File: src/rtl/vclock_pkg.sv
// Package: shared defaults for the vector clock timestamp unit.
// Assumes: consumers derive all widths from these values or from overrides.
package vclock_pkg;
    localparam int VC_DEF_PARTS   = 5;
    localparam int VC_DEF_FIELD_W = 32;

    // Width of a binary index able to address n participants.
    function automatic int vc_idx_width(input int n);
        return (n > 1) ? $clog2(n) : 1;
    endfunction
endpackage

File: src/rtl/vclock_req_latch.sv
// Module: holds one pending request bit per participant.
// A trigger sets its bit and a grant clears it. A trigger in the grant
// cycle keeps the bit set, which makes a fresh request.
// Assumes: gnt_i is one-hot or zero and only marks pending bits.
module vclock_req_latch #(
    parameter int NUM_PART = 5
) (
    input  logic                clk,
    input  logic                rst_n,
    input  logic [NUM_PART-1:0] trig_i,
    input  logic [NUM_PART-1:0] gnt_i,
    output logic [NUM_PART-1:0] pend_o
);
    logic [NUM_PART-1:0] pend_q;

    // Pending mask update: clear the served bit, then merge new triggers.
    always_ff @(posedge clk) begin
        if (!rst_n) pend_q <= '0;
        else        pend_q <= (pend_q & ~gnt_i) | trig_i;
    end

    assign pend_o = pend_q;

    generate
        for (genvar i = 0; i < NUM_PART; i++) begin : g_chk
            // a waiting request is never lost before it is granted.
            assert_pend_kept_R8: assert property (@(posedge clk) disable iff (!rst_n)
                (pend_q[i] && !gnt_i[i]) |=> pend_q[i]);
        end
    endgenerate

    // reset drops every pending request.
    assert_pend_reset_R1: assert property (@(posedge clk)
        !rst_n |=> (pend_q == '0));
endmodule

File: src/rtl/vclock_prio_arb.sv
// Module: fixed-priority grant over the pending mask, lowest index wins.
// Purely combinational; it serves one participant per cycle.
// Assumes: IDX_W is wide enough to hold NUM_PART-1.
module vclock_prio_arb #(
    parameter int NUM_PART = 5,
    parameter int IDX_W    = 3
) (
    input  logic                clk,
    input  logic                rst_n,
    input  logic [NUM_PART-1:0] pend_i,
    output logic [NUM_PART-1:0] gnt_o,
    output logic                gnt_any_o,
    output logic [IDX_W-1:0]    gnt_idx_o
);
    // Isolate the lowest set bit of the pending mask.
    always_comb begin
        gnt_o = pend_i & (~pend_i + NUM_PART'(1));
    end

    // Encode the granted position as a binary index.
    always_comb begin
        gnt_idx_o = '0;
        for (int i = NUM_PART - 1; i >= 0; i--) begin
            if (pend_i[i]) gnt_idx_o = IDX_W'(i);
        end
    end

    assign gnt_any_o = |pend_i;

    // at most one grant per cycle.
    assert_one_grant_R6: assert property (@(posedge clk) disable iff (!rst_n)
        $onehot0(gnt_o));
    // a grant only goes to a pending participant, and any pending one is served.
    assert_grant_pending_R6: assert property (@(posedge clk) disable iff (!rst_n)
        ((gnt_o & ~pend_i) == '0) && ((pend_i != '0) == (gnt_o != '0)));
    // no lower-index pending request is skipped.
    assert_grant_lowest_R6: assert property (@(posedge clk) disable iff (!rst_n)
        gnt_any_o |-> ((pend_i & ((NUM_PART'(1) << gnt_idx_o) - NUM_PART'(1))) == '0));
endmodule

File: src/rtl/vclock_gvec.sv
// Module: global timing vector and stamp strobe.
// On a grant it adds one to the owner's field, writes the result back,
// and reports it one cycle later as the local vector.
// Assumes: gnt_i is one-hot or zero and gnt_idx_i matches it.
module vclock_gvec #(
    parameter int NUM_PART = 5,
    parameter int FIELD_W  = 32,
    parameter int IDX_W    = 3
) (
    input  logic                         clk,
    input  logic                         rst_n,
    input  logic [NUM_PART-1:0]          gnt_i,
    input  logic                         gnt_any_i,
    input  logic [IDX_W-1:0]             gnt_idx_i,
    output logic                         stamp_valid_o,
    output logic [IDX_W-1:0]             stamp_idx_o,
    output logic [NUM_PART*FIELD_W-1:0]  stamp_vec_o
);
    logic [FIELD_W-1:0] glob_q [NUM_PART];
    logic               valid_q;
    logic [IDX_W-1:0]   idx_q;

    generate
        for (genvar i = 0; i < NUM_PART; i++) begin : g_field
            // Per-field counter: wrapping increment when its owner is granted.
            always_ff @(posedge clk) begin
                if (!rst_n)        glob_q[i] <= '0;
                else if (gnt_i[i]) glob_q[i] <= glob_q[i] + FIELD_W'(1);
            end

            assign stamp_vec_o[i*FIELD_W +: FIELD_W] = glob_q[i];

            // the owner's field moves by exactly one, modulo 2^FIELD_W.
            assert_field_bump_R3: assert property (@(posedge clk) disable iff (!rst_n)
                gnt_i[i] |=> (glob_q[i] == FIELD_W'($past(glob_q[i]) + FIELD_W'(1))));
            // a field without a grant keeps its value.
            assert_field_hold_R9: assert property (@(posedge clk) disable iff (!rst_n)
                !gnt_i[i] |=> $stable(glob_q[i]));
            // reset clears the field.
            assert_field_reset_R1: assert property (@(posedge clk)
                !rst_n |=> (glob_q[i] == '0));
        end
    endgenerate

    // Stamp strobe and owner index, one cycle after the grant.
    always_ff @(posedge clk) begin
        if (!rst_n) begin
            valid_q <= 1'b0;
            idx_q   <= '0;
        end else begin
            valid_q <= gnt_any_i;
            if (gnt_any_i) idx_q <= gnt_idx_i;
        end
    end

    assign stamp_valid_o = valid_q;
    assign stamp_idx_o   = idx_q;

    // the strobe follows each grant by one cycle.
    assert_valid_after_grant_R2: assert property (@(posedge clk) disable iff (!rst_n)
        gnt_any_i |=> stamp_valid_o);
    // no strobe without a grant in the previous cycle.
    assert_no_spurious_valid_R9: assert property (@(posedge clk) disable iff (!rst_n)
        !gnt_any_i |=> !stamp_valid_o);
    // the reported index is the one granted.
    assert_idx_matches_R5: assert property (@(posedge clk) disable iff (!rst_n)
        gnt_any_i |=> (stamp_idx_o == $past(gnt_idx_i)));
endmodule

File: src/rtl/vclock_stamp_unit.sv
// Module: top of the vector clock timestamp unit.
// Triggers are queued in a pending mask and served lowest index first,
// one per cycle. Each grant bumps the owner's field of the shared vector
// and reports the new vector with a strobe on the next cycle.
// Assumes: synchronous active-low reset; triggers are sampled every edge.
module vclock_stamp_unit
    import vclock_pkg::*;
#(
    parameter int NUM_PART = VC_DEF_PARTS,
    parameter int FIELD_W  = VC_DEF_FIELD_W,
    parameter int IDX_W    = vc_idx_width(NUM_PART)
) (
    input  logic                        clk,
    input  logic                        rst_n,
    input  logic [NUM_PART-1:0]         trig_i,
    output logic                        stamp_valid_o,
    output logic [IDX_W-1:0]            stamp_idx_o,
    output logic [NUM_PART*FIELD_W-1:0] stamp_vec_o
);
    logic [NUM_PART-1:0] pend;
    logic [NUM_PART-1:0] gnt;
    logic                gnt_any;
    logic [IDX_W-1:0]    gnt_idx;

    vclock_req_latch #(.NUM_PART(NUM_PART)) u_req (
        .clk    (clk),
        .rst_n  (rst_n),
        .trig_i (trig_i),
        .gnt_i  (gnt),
        .pend_o (pend)
    );

    vclock_prio_arb #(.NUM_PART(NUM_PART), .IDX_W(IDX_W)) u_arb (
        .clk       (clk),
        .rst_n     (rst_n),
        .pend_i    (pend),
        .gnt_o     (gnt),
        .gnt_any_o (gnt_any),
        .gnt_idx_o (gnt_idx)
    );

    vclock_gvec #(.NUM_PART(NUM_PART), .FIELD_W(FIELD_W), .IDX_W(IDX_W)) u_gvec (
        .clk           (clk),
        .rst_n         (rst_n),
        .gnt_i         (gnt),
        .gnt_any_i     (gnt_any),
        .gnt_idx_i     (gnt_idx),
        .stamp_valid_o (stamp_valid_o),
        .stamp_idx_o   (stamp_idx_o),
        .stamp_vec_o   (stamp_vec_o)
    );

    // a trigger with nothing pending shows up two edges later.
    assert_trig_to_valid_R2: assert property (@(posedge clk) disable iff (!rst_n)
        (pend == '0 && trig_i[0]) |=> ##1 (stamp_valid_o && stamp_idx_o == '0));
endmodule

File: config.mk
export PLATFORM = sky130hd
export DESIGN_NAME = vclock_stamp_unit
export DESIGN_NICKNAME = d
export VERILOG_FILES = /design/src/rtl/vclock_pkg.sv /design/src/rtl/vclock_req_latch.sv /design/src/rtl/vclock_prio_arb.sv /design/src/rtl/vclock_gvec.sv /design/src/rtl/vclock_stamp_unit.sv
export SDC_FILE = /design/constraint.sdc
export NUM_CORES = 1
export LEC_CHECK = 0
export ABC_AREA = 1
export BUFFER_PORTS_ARGS = -buffer_cell sky130_fd_sc_hd__clkbuf_2
export CORE_ASPECT_RATIO = 0.5
export CORE_MARGIN = 2
export CORE_UTILIZATION = 40
export CTS_BUF_LIST = sky130_fd_sc_hd__clkbuf_8
export CTS_CLUSTER_SIZE = 14
export DETAILED_ROUTE_END_ITERATION = 12
export SLEW_MARGIN = 20
export SYNTH_ARGS = -nofsm -noshare
export SYNTH_HDL_FRONTEND = slang
export SYNTH_SLANG_ARGS = --single-unit
File: constraint.sdc
create_clock -name clk -period 4.34 [get_ports clk]
set_input_delay 0.217 -clock clk [delete_from_list [all_inputs] [get_ports clk]]
set_output_delay 0.217 -clock clk [all_outputs]
set_load 0.05 [all_outputs]
==> impl_results.md, run 1 <==
* Status: completed
* Total CTS buffers at 17
* Worst-Margin Slew at 873.2 ps
* Max_cap viols at 0
* Layout Cells excl Fill at 1855
* # diodes at 0
* Final instance area at 12060 um^2
* P&R area growth vs syn at 16.57%
* Post-synth ARST share at 0%
* Sequential-to-total area share from yosys stat at 48.19%
* Num rows at 41
* Filler cell count at 2495
* IO buf count at 170
* Layout Skew at 11.02 ps
* Gr usage total at 19.21%
* CP Class: flop to flop
* Full die area at 27240 um^2
* Final HPWL DP at 19300 um
* Yosys reg bits at 169
* Post-CTS sizing at 0
* Die W at 231.4 um
* Warnings, synthesis at 0
* FMAX at 455.6 MHz
* Core ar. at 25290 um^2
* Post-DRT Antenna Nets at 0
* Initial DRC Count at 654
* CTS sink cnt at 169
* Tot Pwr at 4.033 mW
* Worst path max stage delay at 650 ps
* Dpl cell area at 11540 um^2
* Final WS setup at 2145 ps
* Startpoint Class: flop
* Register area at 4985 um^2
* Root Buffer: clkbuf_8
* Total wire length at 25950 um
* Post-synth cell types at 38
* Worst rel slew slack at 41.58%
* Initial antenna violation count at 0
* DR pass1 iterations at 5
* Detailed-route DRC error count at 0
* Setup TNS at 0 ps
* Ranking of synthesized cells by area: edfxtp_1, nand2_1, nor2_1
* Final core occ at 47.68%
* Min-delay worst type: input port to flop
* Largest net degree at the start of global routing at 35
* CP dominant cell by count: inv_2
* Htree depth at 4
* Avg WL per Cell at 13.99 um
* Period utilisation layout at 50.58%
* Gr ovfl total at 0
* Mapped Avg Cell Area at 7.878 um^2
* Cells along the critical path: inv_2 > nand2_2 > nor2_4 > inv_2 > a21oi_1 > o21a_1
* Vias per cell at 4.911
* Layout cell share with drive strength beyond 1 at 22.04%
* Final min period at 2195 ps
* Slew Limit Fails at 0
* Vias in the first global route at 8315
* RSZ-0062 raised after global routing: false
* Worst vdd ir at 0.0002213 V
* Die Y at 117.7 um
* Io pins at 171
* Clk_lat worst skew at 490 ps
* Pwr Density at 334.4 nW/um^2
* Post-Synthesis Cells at 1313
* RePlAce Congestion at 0.8846
* Top-count cell post-synth: nand2_1
* Clock transition at path regs at 90 ps
* Synth Flop Type: edfxtp_1
* Inst Count DP at 1818
* Critical path capture point type: flop
* Worst slack, placed at 1910 ps
* Post-Syn Area at 10340 um^2
* Synth top cells by count: nand2_1, nor2_1, edfxtp_1
* WHS at 204.8 ps
* Final setup fails at 0
* Syn Nets at 1325
* CP arrival at 2560 ps
* Post-synth top area cell: edfxtp_1
* CP Data Required Time at 4710 ps
* CTS Buffer Depth at 2
* Post-synth top area share at 46.45%
* Slowest CP cell: nor2_4
* EDFF count, synth at 160
* Post-layout nets at 1510
* Leak at 4.437 nW
* Worst-path maximum fanout at 34
* Total number of vias at 9110
* CTS tree: yes
* First-pass GRT wire length at 41860 um
* Multi-input gate area at 4817 um^2
* Final hold violations at 0
* Starting Density at 40.90%
cell usage in the layout (no fill, tap or decap), drive strengths merged:
| master | n |
|---|---|
| a21oi | 111 |
| bufinv | 6 |
| edfxtp | 160 |
| nand3 | 82 |
| nand2 | 377 |
| nor2 | 367 |
| clkinvlp | 2 |
| o21ai | 36 |
| o21a | 4 |
| xor2 | 10 |
| dlygate4sd3 | 5 |
| nor3b | 5 |
| dfxtp | 9 |
| ha | 5 |
| xnor2 | 3 |
| inv | 111 |
| or2 | 8 |
| clkinv | 8 |
| nor3 | 1 |
| buf | 4 |
| and3 | 3 |
| clkbuf | 187 |
| and2 | 7 |
sequential cells by signal (all words and copies together), names as in the netlist:
name / count
u_gvec.glob_q: 160
u_gvec.stamp_idx_o: 3
u_gvec.stamp_valid_o: 1
u_req.pend_o: 5
cell type report:
type                            instances  share of cell area [%]
Clock inverter                         15                   1.920
Clock buffer                           17                   1.940
Sequential cell                       169                   41.34
Inverter                              112                   3.559
Multi-Input combinational cell       1019                   39.95
Tap cell                              344                   3.570
Timing Repair Buffer                  179                   7.720
what timing repair did:
item / in CTS / in global routing
hold buffers: 5 / 0
endpoints found under the hold margin: 5 / 0
setup buffers: 0 / 0
cells by family (layout without fill, tap and decap cells):
| logic type | after synthesis | after routing | synth area share, % |
|---|---|---|---|
| simple gates | 850 | 850 | 37.06 |
| flops | 169 | 169 | 48.19 |
| compound gates | 151 | 151 | 7.693 |
| buf+inv | 125 | 323 | 5.346 |
| xor+xnor | 13 | 13 | 1.101 |
| fa+ha+maj | 5 | 5 | 0.6048 |
layer usage:
metal  routed length [um]  vias up  global-route usage, %  part of all wire (%)
met5                    0        -                      0                     0
met4                  631        0                  7.460                   2.4
met3                 1109       42                  3.924                   4.3
met2                12320      215                  30.91                    47
met1                11890     4198                  25.42                    46
li1                     -     4655                      -                     -
report_power, final:
group | total (mW) | internal, mW | switching [mW]
clock | 1.35 | 0.734 | 0.620
combinational | 0.657 | 0.129 | 0.528
sequential | 2.02 | 1.89 | 0.129
total | 4.03 | 2.76 | 1.28
critical path, delay by kind of cell, from the launching register on:
kind,cells,cell delay (ps)
AND/OR/NAND/NOR,2,1130
flip-flops,1,360
AO/OA/AOI/OAI,2,300
buffers and inverters,2,280
worst paths after layout:
check                   startpoint                     to  slack, ps  depth (start not counted)
min                          rst_n   u_gvec.stamp_valid_o        200                          3
min reg2reg  u_gvec.stamp_idx_o[0]  u_gvec.stamp_idx_o[0]        500                          2
max reg2reg        u_req.pend_o[0]    u_gvec.glob_q[1][3]       2140                          6
max                u_req.pend_o[0]    u_gvec.glob_q[1][3]       2140                          6
Note: power is estimated with default switching activity, not from simulation.
==> inputs of run 2 (changes only) <==
==> constraint.sdc (replaced) <==
create_clock -name clk -period 1.8 [get_ports clk]
set_input_delay 0.09 -clock clk [delete_from_list [all_inputs] [get_ports clk]]
set_output_delay 0.09 -clock clk [all_outputs]
set_load 0.05 [all_outputs]
==> impl_results.md, run 2 (same netlist as run 1, synthesis figures left out) <==
* First-pass GRT wire length at 42300 um
* Num rows at 41
* Initial antenna violation count at 2
* Largest net degree at the start of global routing at 33
* Detailed-route DRC error count at 0
* Period utilisation layout at 93.46%
* Core ar. at 25290 um^2
* CP Data Required Time at 2050 ps
* IO buf count at 170
* Gr ovfl total at 0
* Status: completed
* Starting Density at 40.90%
* R2r startpoint: u_gvec.glob_q[4][0]
* Slew Limit Fails at 0
* Most frequent cells in the layout: nand2_1, nor2_1, clkbuf_2, edfxtp_1, a21oi_1
* Clock transition at path regs at 90 ps
* Final setup fails at 0
* CP Class: flop to flop
* Min-delay worst type: input port to flop
* CTS Buffer Depth at 2
* Htree depth at 4
* Worst-path maximum fanout at 5
* Die Y at 117.7 um
* Largest register FFs at 160
* Filler cell count at 2546
* Reg with most FFs: u_gvec.glob_q
* Worst-Margin Slew at 537.6 ps
* Startpoint Class: flop
* Full die area at 27240 um^2
* Worst vdd ir at 0.0005276 V
* Die W at 231.4 um
* Vias per cell at 4.952
* Leak at 4.448 nW
* Post-layout nets at 1517
* Total wire length at 26350 um
* CTS sink cnt at 169
* Post-CTS setup buffer count at 0
* Layout Skew at 15.16 ps
* Total number of vias at 9221
* Final core occ at 47.75%
* Hold Path Cell Cnt at 4
* R2R Setup Slk at 120 ps
* Vias in the first global route at 8392
* Hold EP: u_req.pend_o[0]
* Crit path from: u_gvec.glob_q[4][0]
* Avg WL per Cell at 14.15 um
* Pwr Density at 733.1 nW/um^2
* RSZ-0062 raised after global routing: false
* Multi-input gate area at 4901 um^2
* Initial DRC Count at 677
* Worst rel slew slack at 64.12%
* Total CTS buffers at 17
* Register area at 4985 um^2
* DR pass1 iterations at 8
* Leading cell type in the layout, fill and taps excluded: nand2_1
* Root Buffer: clkbuf_8
* Final min period at 1682 ps
* RePlAce Congestion at 0.8844
* R2R Path End: u_gvec.glob_q[4][12]
* P&R area growth vs syn at 16.74%
* Worst reg-to-reg path cell count at 7
* Tot Pwr at 8.852 mW
* Worst hold start: rst_n
* Post-DRT Antenna Nets at 0
* FMAX at 594.4 MHz
* CP arrival at 1930 ps
* Max_cap viols at 0
* CTS tree: yes
* Final HPWL DP at 19540 um
* Io pins at 171
* Clk_lat worst skew at 490 ps
* Critical path capture point type: flop
* Final hold violations at 0
* Gr usage total at 19.30%
* Layout cell share with drive strength beyond 1 at 22.76%
==> run 2: through the flow <==
step	worst slack [ps]	hold slack, ps	setup TNS (ps)	instances	instance area, um^2
final	117.7	47.92	0	1862	12080
after global routing	4.262	51.93	0	1862	12080
after CTS	42.03	9.687	0	1859	12050
after detailed placement	63.06	297.9	0	1824	11710
after global placement	136.9	292.2	0	1824	11710
after floorplan	-85.84	187.6	-4433	1313	10420
==> run 2: routing by layer <==
layer | share of wire (%) | track usage (%)
met1 | 47 | 25.95
met2 | 47 | 31.10
met3 | 4.3 | 3.537
met4 | 1.9 | 7.016
met5 | 0 | 0
==> run 2: worst max-delay path, stage by stage, from the launching register on <==
cell and delay (ps):
edfxtp_1 440, ha_1 230, nand2_1 130, nor2_4 60, nand2_2 150, nor2_2 80
or2_1 210, and2_1 150
==> run 2: worst max-delay path by stage <==
| stage | endpoint | slack [ps] |
|---|---|---|
| after floorplan | u_gvec.glob_q[1][12] | -90 |
| after global placement | u_gvec.glob_q[1][12] | 140 |
| after detailed placement | u_gvec.glob_q[1][4] | 60 |
| after CTS | u_gvec.glob_q[1][4] | 40 |
| after global routing | u_gvec.glob_q[1][30] | 4 |
| final | u_gvec.glob_q[4][12] | 120 |
==> run 2: cell type report <==
| class | instances | area share (%) |
|---|---|---|
| Multi-Input combinational cell | 1020 | 40.59 |
| Tap cell | 344 | 3.564 |
| Clock inverter | 13 | 0.5388 |
| Inverter | 112 | 3.554 |
| Clock buffer | 17 | 1.938 |
| Antenna cell | 2 | 0.04145 |
| Sequential cell | 169 | 41.28 |
| Timing Repair Buffer | 185 | 8.497 |
==> run 2: repair_timing <==
item / in CTS / in global routing
hold buffers: 5 / 0
setup endpoints to repair: 0 / 10
endpoints found under the hold margin: 5 / 0
resized for setup: 0 / 2
==> run 2: power breakdown <==
part | internal (mW) | switching [mW]
sequential | 4.56 | 0.313
combinational | 0.339 | 1.29
clock | 0.894 | 1.46
==> inputs of run 3 (changes only) <==
--- a/config.mk
+++ b/config.mk
@@ -5,12 +5,10 @@
 export SDC_FILE = /design/constraint.sdc
 export NUM_CORES = 1
 export LEC_CHECK = 0
-export ABC_AREA = 1
 export BUFFER_PORTS_ARGS = -buffer_cell sky130_fd_sc_hd__clkbuf_2
 export CORE_ASPECT_RATIO = 0.5
 export CORE_MARGIN = 2
 export CORE_UTILIZATION = 40
-export CTS_BUF_LIST = sky130_fd_sc_hd__clkbuf_8
 export CTS_CLUSTER_SIZE = 14
 export DETAILED_ROUTE_END_ITERATION = 12
 export SLEW_MARGIN = 20
==> impl_results.md, run 3 <==
* Post-Syn Area at 9359 um^2
* Leading cell type in the layout, fill and taps excluded: buf_4
* CTS Buffer Depth at 2
* Slew Limit Fails at 0
* Max_cap viols at 0
* Reg with most FFs: u_gvec.glob_q
* Slowest CP cell: or4_4
* Clock transition at path regs at 60 ps
* Inst Count DP at 1526
* Post-synth cell types at 38
* Min-delay worst type: input port to flop
* Full die area at 24710 um^2
* Final instance area at 13730 um^2
* Final HPWL DP at 18350 um
* Synth top cells by count: edfxtp_1, nor2_1, a21oi_1
* Period utilisation layout at 111.0%
* Leak at 5.240 nW
* Most frequent cells in the layout: buf_4, clkbuf_2, edfxtp_1, nor2_1, nand2_1
* Cells along the critical path: ha_2 > nand3_2 > or4_4 > buf_6 > buf_4 > o31ai_2 > a21oi_2
* Multi-input gate area at 4938 um^2
* Dpl cell area at 12370 um^2
* Yosys reg bits at 169
* Initial antenna violation count at 0
* Die W at 220.3 um
* Final setup fails at 27
* Worst rel slew slack at 69.52%
* Register area at 4985 um^2
* CP arrival at 2190 ps
* Failing checks: negative setup slack
* Startpoint Class: flop
* Avg WL per Cell at 16.86 um
* Num rows at 39
* Layout Cells excl Fill at 1609
* Highest routed layer: met4
* Setup TNS at -3125 ps
* Post-layout nets at 1301
* Pwr Density at 753.8 nW/um^2
* DR pass1 iterations at 5
* Vias in the first global route at 8451
* Part of the power in registers at 45.7%
* Status: finished, violations left
* Worst slack, placed at -186.3 ps
* Worst reg-to-reg path cell count at 7
* Detailed-route DRC error count at 0
* Final WS setup at -198.0 ps
* Comb pwr share at 20.0%
* FMAX at 500.5 MHz
* # diodes at 0
* Mapped Avg Cell Area at 10.32 um^2
* First-pass GRT wire length at 42200 um
* Final min period at 1998 ps
* Syn Nets at 919
* Wire length on met2 at 13460 um
* Filler cell count at 1914
* Post-synth ARST share at 0%
* Worst vdd ir at 0.0005535 V
* Core ar. at 22890 um^2
* Total wire length at 27120 um
* Die Y at 112.2 um
* Hold Path Cell Cnt at 3
* Post-Synthesis Cells at 907
* Sequential-to-total area share from yosys stat at 53.26%
* P&R area growth vs syn at 46.70%
* Critical path capture point type: flop
* CTS tree: yes
* EDFF count, synth at 160
* Switch Pwr at 3.166 mW
* Net Sw Frac at 30.59%
* Top-count cell post-synth: edfxtp_1
* Clk_lat worst skew at 440 ps
* Gr ovfl total at 0
* Gr usage total at 21.31%
* Layout cell share with drive strength beyond 1 at 43.01%
* Total number of vias at 8842
* Vias per cell at 5.495
* Root Buffer: clkbuf_16
* Final hold violations at 0
* IO buf count at 170
* Htree depth at 4
* Ranking of synthesized cells by area: edfxtp_1, or4_1, a21oi_1
* Worst-Margin Slew at 453.1 ps
* Post-synth top area cell: edfxtp_1
* Total CTS buffers at 17
* Clock Power Share at 34.3%
* Starting Density at 40.89%
* Internal Pwr Total at 7.183 mW
* RSZ-0062 raised after global routing: true
* Post-DRT Antenna Nets at 0
* CP Class: flop to flop
* Tot Pwr at 10.35 mW
* Largest register FFs at 160
* Worst path max stage delay at 440 ps
* Worst-path maximum fanout at 6
* Io pins at 171
* RePlAce Congestion at 0.8241
* Largest net degree at the start of global routing at 33
* Post-synth top area share at 51.34%
* CP Data Required Time at 1990 ps
* Warnings, synthesis at 0
* CTS sink cnt at 169
* WL met3 at 1091 um
* Initial DRC Count at 570
* Metal-1 WL at 12150 um
* Layout Skew at 9.337 ps
* Synth Flop Type: edfxtp_1
==> run 3: layout make-up <==
class / instances / area share [%]
multi-input combinational: 676 / 35.97
inverter: 20 / 0.5468
tap: 307 / 2.798
clock inverter: 12 / 0.7837
timing repair buffer: 405 / 20.41
sequential: 169 / 36.31
clock buffer: 20 / 3.181
==> run 3: repair_timing <==
item | 4_1_cts | 5_1_grt
cloned | 2 | 2
resized for setup | 25 | 73
endpoints found under the hold margin | 5 | 0
setup endpoints to repair | 33 | 72
buffers inserted | 13 | 30
pin swaps | 19 | 25
hold buffers | 5 | 0
==> run 3: logic make-up after synthesis <==
group | after synthesis | synth area share (%)
AND/OR/NAND/NOR | 439 | 26.22
adder cells (fa/ha/maj) | 5 | 0.6684
multiplexers | 19 | 2.045
buffers and inverters | 65 | 2.727
flip-flops | 169 | 53.26
XOR/XNOR | 61 | 5.709
AO/OA/AOI/OAI | 149 | 9.372
==> run 3: power groups by stage <==
stage / combinational (mW) / sequential, mW / clock [mW]
2_1_floorplan: 0.399 / 5.67 / 0
4_1_cts: 2.01 / 4.73 / 3.63
6_report: 2.07 / 4.73 / 3.55
3_5_place_dp: 1.96 / 4.81 / 0
5_1_grt: 2.18 / 4.76 / 3.78
3_3_place_gp: 1.94 / 4.80 / 0
==> run 3: worst paths after layout <==
check / start / endpoint / slack [ps]
setup reg to reg: u_gvec.glob_q[4][0] / u_gvec.glob_q[4][20] / -200
hold / removal: rst_n / u_req.pend_o[2] / 130
hold reg to reg: u_gvec.stamp_idx_o[2] / u_gvec.stamp_idx_o[2] / 500
setup / recovery: u_gvec.glob_q[4][0] / u_gvec.glob_q[4][20] / -200
==> run 3: layer usage <==
metal | global-route usage, % | vias up
li1 | - | 4294
met1 | 27.48 | 4330
met2 | 35.84 | 191
met3 | 4.553 | 27
met4 | 6.890 | 0
met5 | 0 | -
==> run 3: through the flow <==
step / hold slack, ps / utilization [%]
after global placement: 301.8 / 54.07
after floorplan: 213.8 / -
final: 130.2 / 59.99
after detailed placement: 310.2 / 54.07
after global routing: 126.9 / 59.99
after CTS: 97.49 / 57.62
==> run 3: worst max-delay path: cells and delay by family, from the launching register on <==
| family | cells | cell delay [ps] |
|---|---|---|
| fa+ha+maj | 1 | 190 |
| buf+inv | 2 | 310 |
| compound gates | 2 | 370 |
| flops | 1 | 360 |
| simple gates | 2 | 520 |
